===== config.mk =====
export PLATFORM = sky130hd
export DESIGN_NAME = wide_acc_alu
export DESIGN_NICKNAME = d
export VERILOG_FILES = /design/src/rtl/wxalu_pkg.sv /design/src/rtl/wxalu_operand.sv /design/src/rtl/wxalu_core.sv /design/src/rtl/wxalu_shape.sv /design/src/rtl/wxalu_flags.sv /design/src/rtl/wide_acc_alu.sv
export SDC_FILE = /design/constraint.sdc
export NUM_CORES = 1
export LEC_CHECK = 0
export BUFFER_PORTS_ARGS = -buffer_cell sky130_fd_sc_hd__buf_2
export CELL_PAD_IN_SITES_DETAIL_PLACEMENT = 0
export CELL_PAD_IN_SITES_GLOBAL_PLACEMENT = 1
export CORE_MARGIN = 3
export CORE_UTILIZATION = 43
export DETAILED_ROUTE_END_ITERATION = 10
export PLACE_DENSITY = 0.81
export SLEW_MARGIN = 20
export SYNTH_ARGS = -nofsm -noshare
export SYNTH_HDL_FRONTEND = slang
export SYNTH_SLANG_ARGS = --single-unit

===== constraint.sdc =====
create_clock -name clk -period 5.3 [get_ports clk]
set_input_delay 0 -clock clk [delete_from_list [all_inputs] [get_ports clk]]
set_output_delay 0 -clock clk [all_outputs]
set_load 0.05 [all_outputs]

===== src/rtl/wxalu_pkg.sv =====
package wxalu_pkg;

   typedef enum logic [4:0] {
      OP_ADD = 5'd0,
      OP_ADC = 5'd1,
      OP_SUB = 5'd2,
      OP_SBC = 5'd3,
      OP_AND = 5'd4,
      OP_OR  = 5'd5,
      OP_XOR = 5'd6,
      OP_CMP = 5'd7,
      OP_INC = 5'd8,
      OP_DEC = 5'd9,
      OP_NEG = 5'd10,
      OP_COM = 5'd11,
      OP_ASL = 5'd12,
      OP_ASR = 5'd13,
      OP_LSR = 5'd14,
      OP_ROL = 5'd15,
      OP_ROR = 5'd16,
      OP_LD  = 5'd17
   } alu_op_e;

   typedef enum logic [1:0] {
      DST_ACC  = 2'd0,
      DST_PAIR = 2'd1,
      DST_IDX  = 2'd2,
      DST_IDXB = 2'd3
   } dst_e;

   typedef enum logic [1:0] {
      WD_BYTE = 2'd0,
      WD_HALF = 2'd1,
      WD_FULL = 2'd2,
      WD_RSVD = 2'd3
   } width_e;

   typedef struct packed {
      logic w;
      logic n;
      logic z;
      logic v;
      logic c;
   } flags_t;

   function automatic logic is_shift(input alu_op_e op);
      return (op == OP_ASL) || (op == OP_ASR) || (op == OP_LSR) ||
             (op == OP_ROL) || (op == OP_ROR);
   endfunction

   function automatic logic is_right(input alu_op_e op);
      return (op == OP_ASR) || (op == OP_LSR) || (op == OP_ROR);
   endfunction

   function automatic logic is_arith(input alu_op_e op);
      return (op == OP_ADD) || (op == OP_ADC) || (op == OP_SUB) ||
             (op == OP_SBC) || (op == OP_CMP) || (op == OP_NEG) ||
             (op == OP_INC) || (op == OP_DEC);
   endfunction

endpackage


===== src/rtl/wxalu_operand.sv =====
module wxalu_operand
   import wxalu_pkg::*;
#(
   parameter int NW = 8,
   parameter int AW = 16,
   parameter int XW = 32
) (
   input  dst_e            dst,
   input  logic            wide,
   input  logic [XW-1:0]   opa,
   input  logic [XW-1:0]   opb,
   output logic [XW-1:0]   x,
   output logic [XW-1:0]   y,
   output width_e          wsel
);

   localparam int HI_LO = AW;        // low bit of upper accumulator
   localparam int HI_HI = AW + NW;   // one past its low byte

   always_comb begin
      x    = opa;
      y    = opb;
      wsel = WD_FULL;
      case (dst)
         DST_ACC: begin
            wsel = wide ? WD_HALF : WD_BYTE;
         end
         DST_PAIR: begin
            if (!wide) begin
               // legacy pair: low byte of each accumulator, upper one on top
               x    = {{(XW-AW){1'b0}}, opa[HI_HI-1:HI_LO], opa[NW-1:0]};
               y    = {{(XW-AW){1'b0}}, opb[HI_HI-1:HI_LO], opb[NW-1:0]};
               wsel = WD_HALF;
            end
         end
         default: begin
            if (!wide) begin
               x    = {{(XW-AW){1'b0}}, opa[AW-1:0]};
               y    = {{(XW-AW){1'b0}}, opb[AW-1:0]};
               wsel = WD_HALF;
            end
         end
      endcase
   end

endmodule


===== src/rtl/wxalu_core.sv =====
module wxalu_core
   import wxalu_pkg::*;
#(
   parameter int NW = 8,
   parameter int AW = 16,
   parameter int XW = 32
) (
   input  alu_op_e         op,
   input  width_e          wsel,
   input  logic [XW-1:0]   x,
   input  logic [XW-1:0]   y,
   input  logic            cin,
   output logic [XW-1:0]   r,
   output logic            co_lo,
   output logic            co_top,
   output logic            v_out,
   output logic            n_out,
   output logic            z_out
);

   localparam int NTAP = 3;

   logic [XW-1:0]   ax, ay;
   logic            acin, sub;
   logic [XW:0]     sfull;
   logic [NTAP-1:0] tap_c;
   logic            c_act;
   int              top;
   logic [XW-1:0]   mask;

   // adder operand selection
   always_comb begin
      ax   = x;
      ay   = y;
      acin = 1'b0;
      sub  = 1'b0;
      case (op)
         OP_ADD: acin = 1'b0;
         OP_ADC: acin = cin;
         OP_SUB, OP_CMP: begin
            ay = ~y; acin = 1'b1; sub = 1'b1;
         end
         OP_SBC: begin
            ay = ~y; acin = ~cin; sub = 1'b1;
         end
         OP_INC: begin
            ay = {{(XW-1){1'b0}}, 1'b1};
         end
         OP_DEC: begin
            ay = ~{{(XW-1){1'b0}}, 1'b1}; acin = 1'b1; sub = 1'b1;
         end
         OP_NEG: begin
            ax = '0; ay = ~x; acin = 1'b1; sub = 1'b1;
         end
         default: ;
      endcase
   end

   assign sfull = {1'b0, ax} + {1'b0, ay} + {{XW{1'b0}}, acin};

   // carry taps at each supported width
   for (genvar t = 0; t < NTAP; t++) begin : g_tap
      localparam int TW = (t == 0) ? NW : ((t == 1) ? AW : XW);
      if (TW == XW) begin : g_top
         assign tap_c[t] = sfull[XW];
      end else begin : g_mid
         assign tap_c[t] = sfull[TW] ^ ax[TW] ^ ay[TW];
      end
   end

   always_comb begin
      case (wsel)
         WD_BYTE: begin top = NW - 1; c_act = tap_c[0]; mask = {{(XW-NW){1'b0}}, {NW{1'b1}}}; end
         WD_HALF: begin top = AW - 1; c_act = tap_c[1]; mask = {{(XW-AW){1'b0}}, {AW{1'b1}}}; end
         default: begin top = XW - 1; c_act = tap_c[2]; mask = {XW{1'b1}}; end
      endcase
   end

   always_comb begin
      r      = sfull[XW-1:0];
      co_lo  = sub ? ~tap_c[0] : tap_c[0];
      co_top = sub ? ~c_act : c_act;
      v_out  = (ax[top] == ay[top]) && (sfull[top] != ax[top]);
      case (op)
         OP_AND: r = x & y;
         OP_OR:  r = x | y;
         OP_XOR: r = x ^ y;
         OP_COM: begin
            r = ~x; co_lo = 1'b1; co_top = 1'b1;
         end
         OP_ASL, OP_ROL: begin
            r      = {x[XW-2:0], (op == OP_ROL) ? cin : 1'b0};
            co_lo  = x[NW-1];
            co_top = x[top];
         end
         OP_ASR, OP_LSR, OP_ROR: begin
            r      = {1'b0, x[XW-1:1]};
            r[top] = (op == OP_ASR) ? x[top] : ((op == OP_ROR) ? cin : 1'b0);
            co_lo  = x[0];
            co_top = x[0];
         end
         OP_ADD, OP_ADC, OP_SUB, OP_SBC, OP_CMP,
         OP_INC, OP_DEC, OP_NEG: ;
         default: r = y;
      endcase
   end

   assign n_out = r[top];
   assign z_out = ((r & mask) == '0);

endmodule


===== src/rtl/wxalu_shape.sv =====
module wxalu_shape
   import wxalu_pkg::*;
#(
   parameter int NW = 8,
   parameter int AW = 16,
   parameter int XW = 32
) (
   input  alu_op_e         op,
   input  dst_e            dst,
   input  logic            wide,
   input  logic [XW-1:0]   opa,
   input  logic [XW-1:0]   r,
   output logic [XW-1:0]   res
);

   localparam int EXT8  = XW - NW;
   localparam int EXT16 = XW - AW;
   localparam int PFILL = AW - NW;

   logic [XW-1:0] sx8, sx16, pair_ext, pair_mrg;

   assign sx8      = {{EXT8{r[NW-1]}}, r[NW-1:0]};
   assign sx16     = {{EXT16{r[AW-1]}}, r[AW-1:0]};
   assign pair_ext = {{PFILL{r[AW-1]}}, r[AW-1:NW], {PFILL{r[NW-1]}}, r[NW-1:0]};

   always_comb begin
      pair_mrg                = opa;
      pair_mrg[AW+NW-1:AW]    = r[AW-1:NW];
      pair_mrg[NW-1:0]        = r[NW-1:0];
   end

   always_comb begin
      if (op == OP_CMP) begin
         res = opa;
      end else if (is_shift(op)) begin
         case (dst)
            DST_ACC:  res = wide ? {opa[XW-1:AW], r[AW-1:0]} : {opa[XW-1:NW], r[NW-1:0]};
            DST_PAIR: res = wide ? r : pair_mrg;
            default:  res = wide ? r : {opa[XW-1:AW], r[AW-1:0]};
         endcase
      end else begin
         case (dst)
            DST_ACC:  res = wide ? sx16 : sx8;
            DST_PAIR: res = wide ? r : pair_ext;
            default:  res = wide ? r : sx16;
         endcase
      end
   end

endmodule


===== src/rtl/wxalu_flags.sv =====
module wxalu_flags
   import wxalu_pkg::*;
(
   input  logic    clk,
   input  logic    rst_n,
   input  logic    en,
   input  alu_op_e op,
   input  logic    wide,
   input  logic    co_lo,
   input  logic    co_top,
   input  logic    v_in,
   input  logic    n_in,
   input  logic    z_in,
   output logic    cin,
   output flags_t  flags_q
);

   flags_t nxt;
   logic   upd_carry;

   assign cin = wide ? flags_q.w : flags_q.c;

   always_comb begin
      nxt       = flags_q;
      nxt.n     = n_in;
      nxt.z     = z_in;
      upd_carry = 1'b0;
      if (is_arith(op)) begin
         nxt.v     = v_in;
         upd_carry = (op != OP_INC) && (op != OP_DEC);
      end else if (is_shift(op)) begin
         upd_carry = 1'b1;
         if (!is_right(op)) begin
            nxt.v = n_in ^ co_top;
         end
      end else if (op == OP_COM) begin
         nxt.v     = 1'b0;
         upd_carry = 1'b1;
      end else begin
         nxt.v = 1'b0;
      end
      if (upd_carry) begin
         if (wide) begin
            nxt.w = co_top;
            nxt.c = co_lo;
         end else begin
            nxt.c = co_top;
         end
      end
   end

   always_ff @(posedge clk or negedge rst_n) begin
      if (!rst_n) begin
         flags_q <= '0;
      end else if (en) begin
         flags_q <= nxt;
      end
   end

endmodule


===== src/rtl/wide_acc_alu.sv =====
module wide_acc_alu
   import wxalu_pkg::*;
#(
   parameter int NARROW_W = 8,
   parameter int ACC_W    = 16
) (
   input  logic                 clk,
   input  logic                 rst_n,
   input  logic                 en_i,
   input  logic [4:0]           op_i,
   input  logic                 wide_i,
   input  logic [1:0]           dst_i,
   input  logic [2*ACC_W-1:0]   opa_i,
   input  logic [2*ACC_W-1:0]   opb_i,
   output logic [2*ACC_W-1:0]   res_o,
   output logic [4:0]           flags_o
);

   localparam int IDX_W = 2 * ACC_W;

   if (ACC_W != 2 * NARROW_W) begin : g_bad_acc
      $error("ACC_W must be twice NARROW_W");
   end
   if (NARROW_W < 2) begin : g_bad_nw
      $error("NARROW_W must be at least 2");
   end

   alu_op_e          op;
   dst_e             dst;
   width_e           wsel;
   logic [IDX_W-1:0] x, y, r;
   logic             cin, co_lo, co_top, v_raw, n_raw, z_raw;
   flags_t           flags_q;

   assign op  = alu_op_e'(op_i);
   assign dst = dst_e'(dst_i);

   wxalu_operand #(.NW(NARROW_W), .AW(ACC_W), .XW(IDX_W)) u_opnd (
      .dst  (dst),
      .wide (wide_i),
      .opa  (opa_i),
      .opb  (opb_i),
      .x    (x),
      .y    (y),
      .wsel (wsel)
   );

   wxalu_core #(.NW(NARROW_W), .AW(ACC_W), .XW(IDX_W)) u_core (
      .op     (op),
      .wsel   (wsel),
      .x      (x),
      .y      (y),
      .cin    (cin),
      .r      (r),
      .co_lo  (co_lo),
      .co_top (co_top),
      .v_out  (v_raw),
      .n_out  (n_raw),
      .z_out  (z_raw)
   );

   wxalu_shape #(.NW(NARROW_W), .AW(ACC_W), .XW(IDX_W)) u_shape (
      .op   (op),
      .dst  (dst),
      .wide (wide_i),
      .opa  (opa_i),
      .r    (r),
      .res  (res_o)
   );

   wxalu_flags u_flags (
      .clk     (clk),
      .rst_n   (rst_n),
      .en      (en_i),
      .op      (op),
      .wide    (wide_i),
      .co_lo   (co_lo),
      .co_top  (co_top),
      .v_in    (v_raw),
      .n_in    (n_raw),
      .z_in    (z_raw),
      .cin     (cin),
      .flags_q (flags_q)
   );

   assign flags_o = flags_q;

endmodule


### Word level (Yosys, flattened, before mapping)

Index checks and enable logic that the tools add are counted.

| operators by class | value |
|---|---|
| add/subtract/negate cells | 2 |
| bitwise logic cells | 14 |
| $lt $le $gt $ge | 3 |
| reduce and logical (&&, ||, !) cells | 29 |
| mux-type cells | 60 |
| equality and inequality tests | 23 |

Operators by type and width:

| cell | count |
|---|---|
| 2-to-1 mux 32 bit | 12 |
| one-hot mux 32 bit (2 select lines) | 5 |
| one-hot mux 32 bit (7 select lines) | 1 |
| one-hot mux 32 bit (4 select lines) | 1 |
| AND 32 bit | 2 |
| NOT 32 bit | 2 |
| == test 5 x 4 -> 1 bit (second input constant) | 8 |
| adder 32 x 32 -> 33 bit | 1 |
| adder 33 x 1 -> 33 bit | 1 |
| bitwise mux 32 bit | 1 |
| logical NOT 32 bit | 1 |
| bitwise OR 32 bit | 1 |
| bitwise XOR 32 bit | 1 |
| 2-to-1 mux 1 bit | 26 |
| binary-select mux 1 bit (select 5 bit) | 4 |
| == test 5 x 3 -> 1 bit (second input constant) | 4 |
| 2-to-1 mux 16 bit | 1 |
| logical OR 1 bit | 13 |
| == test 5 x 2 -> 1 bit (second input constant) | 2 |
| inequality test 5 x 4 -> 1 bit (second input constant) | 2 |
| one-hot mux 5 bit (2 select lines) | 1 |
| one-hot mux 1 bit (3 select lines) | 3 |
| OR reduction 8 bit | 1 |
| less-than comparator 5 x 7 -> 1 bit (second input constant) | 1 |
| other kinds (23) | 36 |

| storage, ports and cells | value |
|---|---|
| input port bits | 75 |
| word-level logic and storage cells | 136 |
| output and inout bits | 37 |
| register bits after elaboration | 5 |

### Depth between registers and ports, before layout

| logic depth | value |
|---|---|
| depth after elaboration | 17 |
| gate-level depth with buffers | 23 |

### Modules after synthesis

A second synthesis with hierarchy kept.

| unflattened totals | value |
|---|---|
| cells, all modules | 1237 |
| area, all modules | 8184.1 sq um |

By module, submodules not included:

| module | times used | cells each | seq. area each (sq um) | area an instance (sq um) |
|---|---|---|---|---|
| wxalu_core | 1 | 1013 | 0.0 | 6485.0 |
| wxalu_shape | 1 | 120 | 0.0 | 792.0 |
| wxalu_operand | 1 | 73 | 0.0 | 569.3 |
| wxalu_flags | 1 | 31 | 125.1 | 337.8 |

### Worst setup path after synthesis

No wires, ideal clock.

| path | value |
|---|---|
| kind | in2out |
| start point | input op_i[3] |
| end point | output res_o[30] |
| stages on the path | 21 |
| path slack | 381 ps |
| buffers on the path | 4 |
| arrival time | 4919 ps |
| cells stage by stage | buf_2 -> buf_2 -> nand2b_4 -> or3_1 -> buf_2 -> buf_1 -> nor2_1 -> a211o_1 -> fa_1 -> fa_1 -> a21o_1 -> a221o_2 -> a41o_4 -> a22oi_2 -> nand2_2 -> a31o_1 -> a311o_1 -> xnor2_1 -> a21oi_1 -> o21ai_1 -> a22o_1 |

| on the way | value |
|---|---|
| cells in the longest elaborated chain, start to end | 10 |

RTL lines:

| what | RTL line | RTL |
|---|---|---|
| start: declaration | wide_acc_alu.sv:10 | `input logic [4:0] op_i,` |
| == test 5 x 2 -> 1 bit or == test 5 x 3 -> 1 bit (tied branches) | wxalu_core.sv:37, wxalu_core.sv:84, wxalu_shape.sv:33 |  |
| OR reduction 3 bit (no source line) | -- |  |
| one-hot mux 32 bit (4 select lines) | wxalu_core.sv:37 | `case (op)` |
| adder 32 x 32 -> 33 bit | wxalu_core.sv:59 | `assign sfull = {1'b0, ax} + {1'b0, ay} + {{XW{1'b0}}, acin};` |
| adder 33 x 1 -> 33 bit | wxalu_core.sv:59 |  |
| one-hot mux 32 bit (7 select lines) | wxalu_core.sv:84 | `case (op)` |
| 2-to-1 mux 32 bit, on equally long branches | -- |  |
| one-hot mux 32 bit (2 select lines), on equally long branches | wxalu_shape.sv:42, wxalu_shape.sv:36 |  |
| 2-to-1 mux 32 bit | wxalu_shape.sv:35 | `end else if (is_shift(op)) begin` |
| 2-to-1 mux 32 bit * | wxalu_shape.sv:33 | `if (op == OP_CMP) begin` |
| end: declaration | wide_acc_alu.sv:15 | `output logic [2*ACC_W-1:0] res_o,` |

Every way passes the cells marked *; elsewhere a longest branch is shown, timed or not.

### Final worst setup path

| path | value |
|---|---|
| start point | register, netlist name u_flags.flags_q[4] |
| end point | output res_o[30] |

| on the way | value |
|---|---|
| cells in the longest elaborated chain, start to end | 9 |

RTL lines:

| what | RTL line | RTL |
|---|---|---|
| 2-to-1 mux 1 bit * | wxalu_flags.sv:21 | `assign cin = wide ? flags_q.w : flags_q.c;` |
| NOT 1 bit or 2-to-1 mux 1 bit (tied branches) | wxalu_core.sv:44, wxalu_core.sv:98 |  |
| one-hot mux 1 bit (3 select lines) or 2-to-1 mux 1 bit (tied branches) | wxalu_core.sv:37, wxalu_core.sv:98 |  |
| adder 33 x 1 -> 33 bit or bitwise mux 32 bit (tied branches) | wxalu_core.sv:59, wxalu_core.sv:98 |  |
| one-hot mux 32 bit (7 select lines) * | wxalu_core.sv:84 |  |
| 2-to-1 mux 32 bit, on equally long branches | -- |  |
| one-hot mux 32 bit (2 select lines), on equally long branches | wxalu_shape.sv:42, wxalu_shape.sv:36 |  |
| 2-to-1 mux 32 bit * | wxalu_shape.sv:35 |  |
| 2-to-1 mux 32 bit * | wxalu_shape.sv:33 |  |

Marks and branches as above.

==> results.ini <==
[run_status]
status = finished clean

[critical_path]
r2r_start = u_flags.flags_q[4]
crit_path_start = u_flags.flags_q[4]
crit_end = res_o[30]
worst-path-max-fanout = 5
crit_buf_inv = 1
r2r_end = u_flags.flags_q[2]
crit_top_cell = a21oi_1
critical_path_required_ns = 5.30
cp.arrival_ns = 5.07
cp-end-kind = primary output
critical_path.max_stage_delay_ns = 0.46
crit_type = reg2out
worst_r2r_path_depth = 18
crit_chain = mux2_2 -> nor2_1 -> nor3_1 -> o21ai_0 -> a21oi_1 -> fa_2 -> fa_1 -> a21o_1 -> a221o_2 -> a41o_4 -> a22oi_2 -> nand2_2 -> a31o_1 -> a311o_1 -> xnor2_1 -> a21oi_1 -> o21ai_1 -> a22o_1 -> clkbuf_4
cp-start-kind = flop
cp_slowest_cell = fa_1
reg2reg_slack_ns = 0.50
cp.depth = 19
cp_top_family = compound AO/OA/AOI/OAI gates

[synthesis]
async_flop_share = 1.00
synth_top_area_share = 0.162
synth_cells = 1146
ys_dominant_reg_cell = dfrtp_1
yosysSeqAreaShare = 0.0163
synth_warnings = 0
yosysTopAreaCell = ha_1
synth.distinct_cells = 105
syn_avg_cell_area_um2 = 6.68
synth_edf_count = 0
syn_nets = 1322
syn_area_mm2 = 0.00766
ys_seq_elements = 5
yosys-top-cells-area = ha_1, a21oi_1, nand2_1, o21ai_0, nor2_1

[finish]
layout.cells.non_filler = 1449
reg_top3 = u_flags.flags_q (5)
drive_above_1_share = 0.175
largest-register = u_flags.flags_q
final_common_cell = nand2_1
fin_util = 0.492
nFillCells = 1867
final_cell_mix = nand2_1, buf_2, a21oi_1
largest_reg_flops = 5
nets = 1401
syn_to_final_growth_pct = 11.5
antennaDiodeCount = 0

[drt]
antenna_left = 0
firstDrtPassIters = 6
routed-via-count = 9680
drc = 0
wl_per_cell_um = 24.1
via_per_inst = 6.68
drtIter0Drc = 1124
finalWirelength_um = 34900

[grt]
gr-usage-all-layers = 0.342
busiest_layer = met2
grt_util_met2 = 0.501
grt_pass1_vias = 8983
grt_max_degree = 36
overflow = 0
use_met1 = 0.491
antenna_found_initial = 0
grt_pass1_wl_um = 53300
grt_util_met3 = 0.0780

[timing]
finalHoldViolations = 0
min_period_ns = 5.07
fmax_mhz = 197
relSlewSlack = 0.264
tns_ns = 0
rsz0062_at_grt = no
worst_pin_slew_ns = 1.10
slew_violations = 0
finalCritPeriodShare = 0.957
fin_skew_ns = 0.00183
setup_viol_count_final = 0

[clock_network]
clk_pin_slew_ns = 0.03
root_buffer = clkbuf_16
cts_buffers = 3
htreeDepth = 1
cts.sinks = 5
cts_buffer_depth = 2
clock_latency_ns = 0.23
cts_tree = done

[hold_path]
min_path_type = in2reg

[floorplanning]
fp.dieArea_mm2 = 0.0194
io_pins = 112
die_h_um = 139
core_region_area_mm2 = 0.0174
die_w_um = 139
rows = 48
initial_utilization = 0.441

[placement]
place_inst = 1443
io_buffers = 111
dpl.hpwl_um = 27000
place.gp.congestion = 1.03

[power_and_ir_drop]
powerDensity_mw_per_mm2 = 181
ir_drop_v = 0.000263
p_leak_nw = 3.91

[job]
drv_cap = 0

-- where the power goes --
group | total [mW] | switching (mW) | internal (mW) | leakage [nW]
clock network | 0.125 | 0.0262 | 0.0987 | 0.0409
registers | 0.0545 | 0.00625 | 0.0483 | 0.0616
logic | 1.37 | 0.911 | 0.456 | 3.81
-- final cells by class --
cell class                 count  area, um^2  area share
multi-input combinational    978        6820       0.799
timing repair buffer         160         941       0.110
inverter                      77         289      0.0339
tap                          225         282      0.0330
sequential                     5         125      0.0147
clock buffer                   3        75.1     0.00879
clock inverter                 1        5.00    0.000586
-- how the worst min path moves through the flow --
stage | startpoint | endpoint | slack [ns] | depth (start not counted)
2_1_floorplan | rst_n | u_flags.flags_q[0] | -0.30 | 0
3_3_place_gp | rst_n | u_flags.flags_q[0] | -0.17 | 1
3_5_place_dp | rst_n | u_flags.flags_q[3] | -0.18 | 1
4_1_cts | en_i | u_flags.flags_q[2] | 0.11 | 2
5_1_grt | en_i | u_flags.flags_q[2] | 0.12 | 2
6_report | en_i | u_flags.flags_q[2] | 0.11 | 2
-- logic make-up after synthesis --
logic type | share of synthesized area
fa+ha+maj | 0.167
compound gates | 0.416
buf+inv | 0.0953
mux | 0.0369
flops | 0.0163
simple gates | 0.219
xor+xnor | 0.0492
-- through the flow --
| stage | area [um^2] | hold WS, ns | power (mW) | worst slack, ns |
|---|---|---|---|---|
| after global routing | 8540 | 0.122 | 1.65 | 0.0387 |
| after detailed placement | 8440 | -0.176 | 1.38 | 0.370 |
| after global placement | 8440 | -0.172 | 1.38 | 0.371 |
| after floorplan | 7660 | -0.296 | 1.02 | 0.381 |
| final | 8540 | 0.109 | 1.55 | 0.227 |
| after CTS | 8530 | 0.109 | 1.51 | 0.174 |
-- cell usage after synthesis (15+ instances only) --
cell and count:
xnor2_1 35, a22oi_1 20, clkbuf_1 40, nand2_1 121
a221oi_1 23, buf_2 25, a21oi_1 107, o211ai_1 15
a221o_1 17, ha_1 99, inv_1 73, a21o_1 17
nand3_1 19, nor2_1 101, nor3_1 16, o22ai_1 35
o21ai_0 82, mux2i_1 17
-- what timing repair did --
item,CTS,global route
hold buffers,1,0
resized for setup,0,3
setup endpoints to repair,0,2
hold endpoints to repair,5,0
setup buffers,0,1
-- metal layers --
metal	vias to the layer above	wire [um]
met5	-	0
met2	639	14100
met4	0	1510
li1	4469	-
met1	4471	14900
met3	101	4440
(Power assumes the default switching activity.)
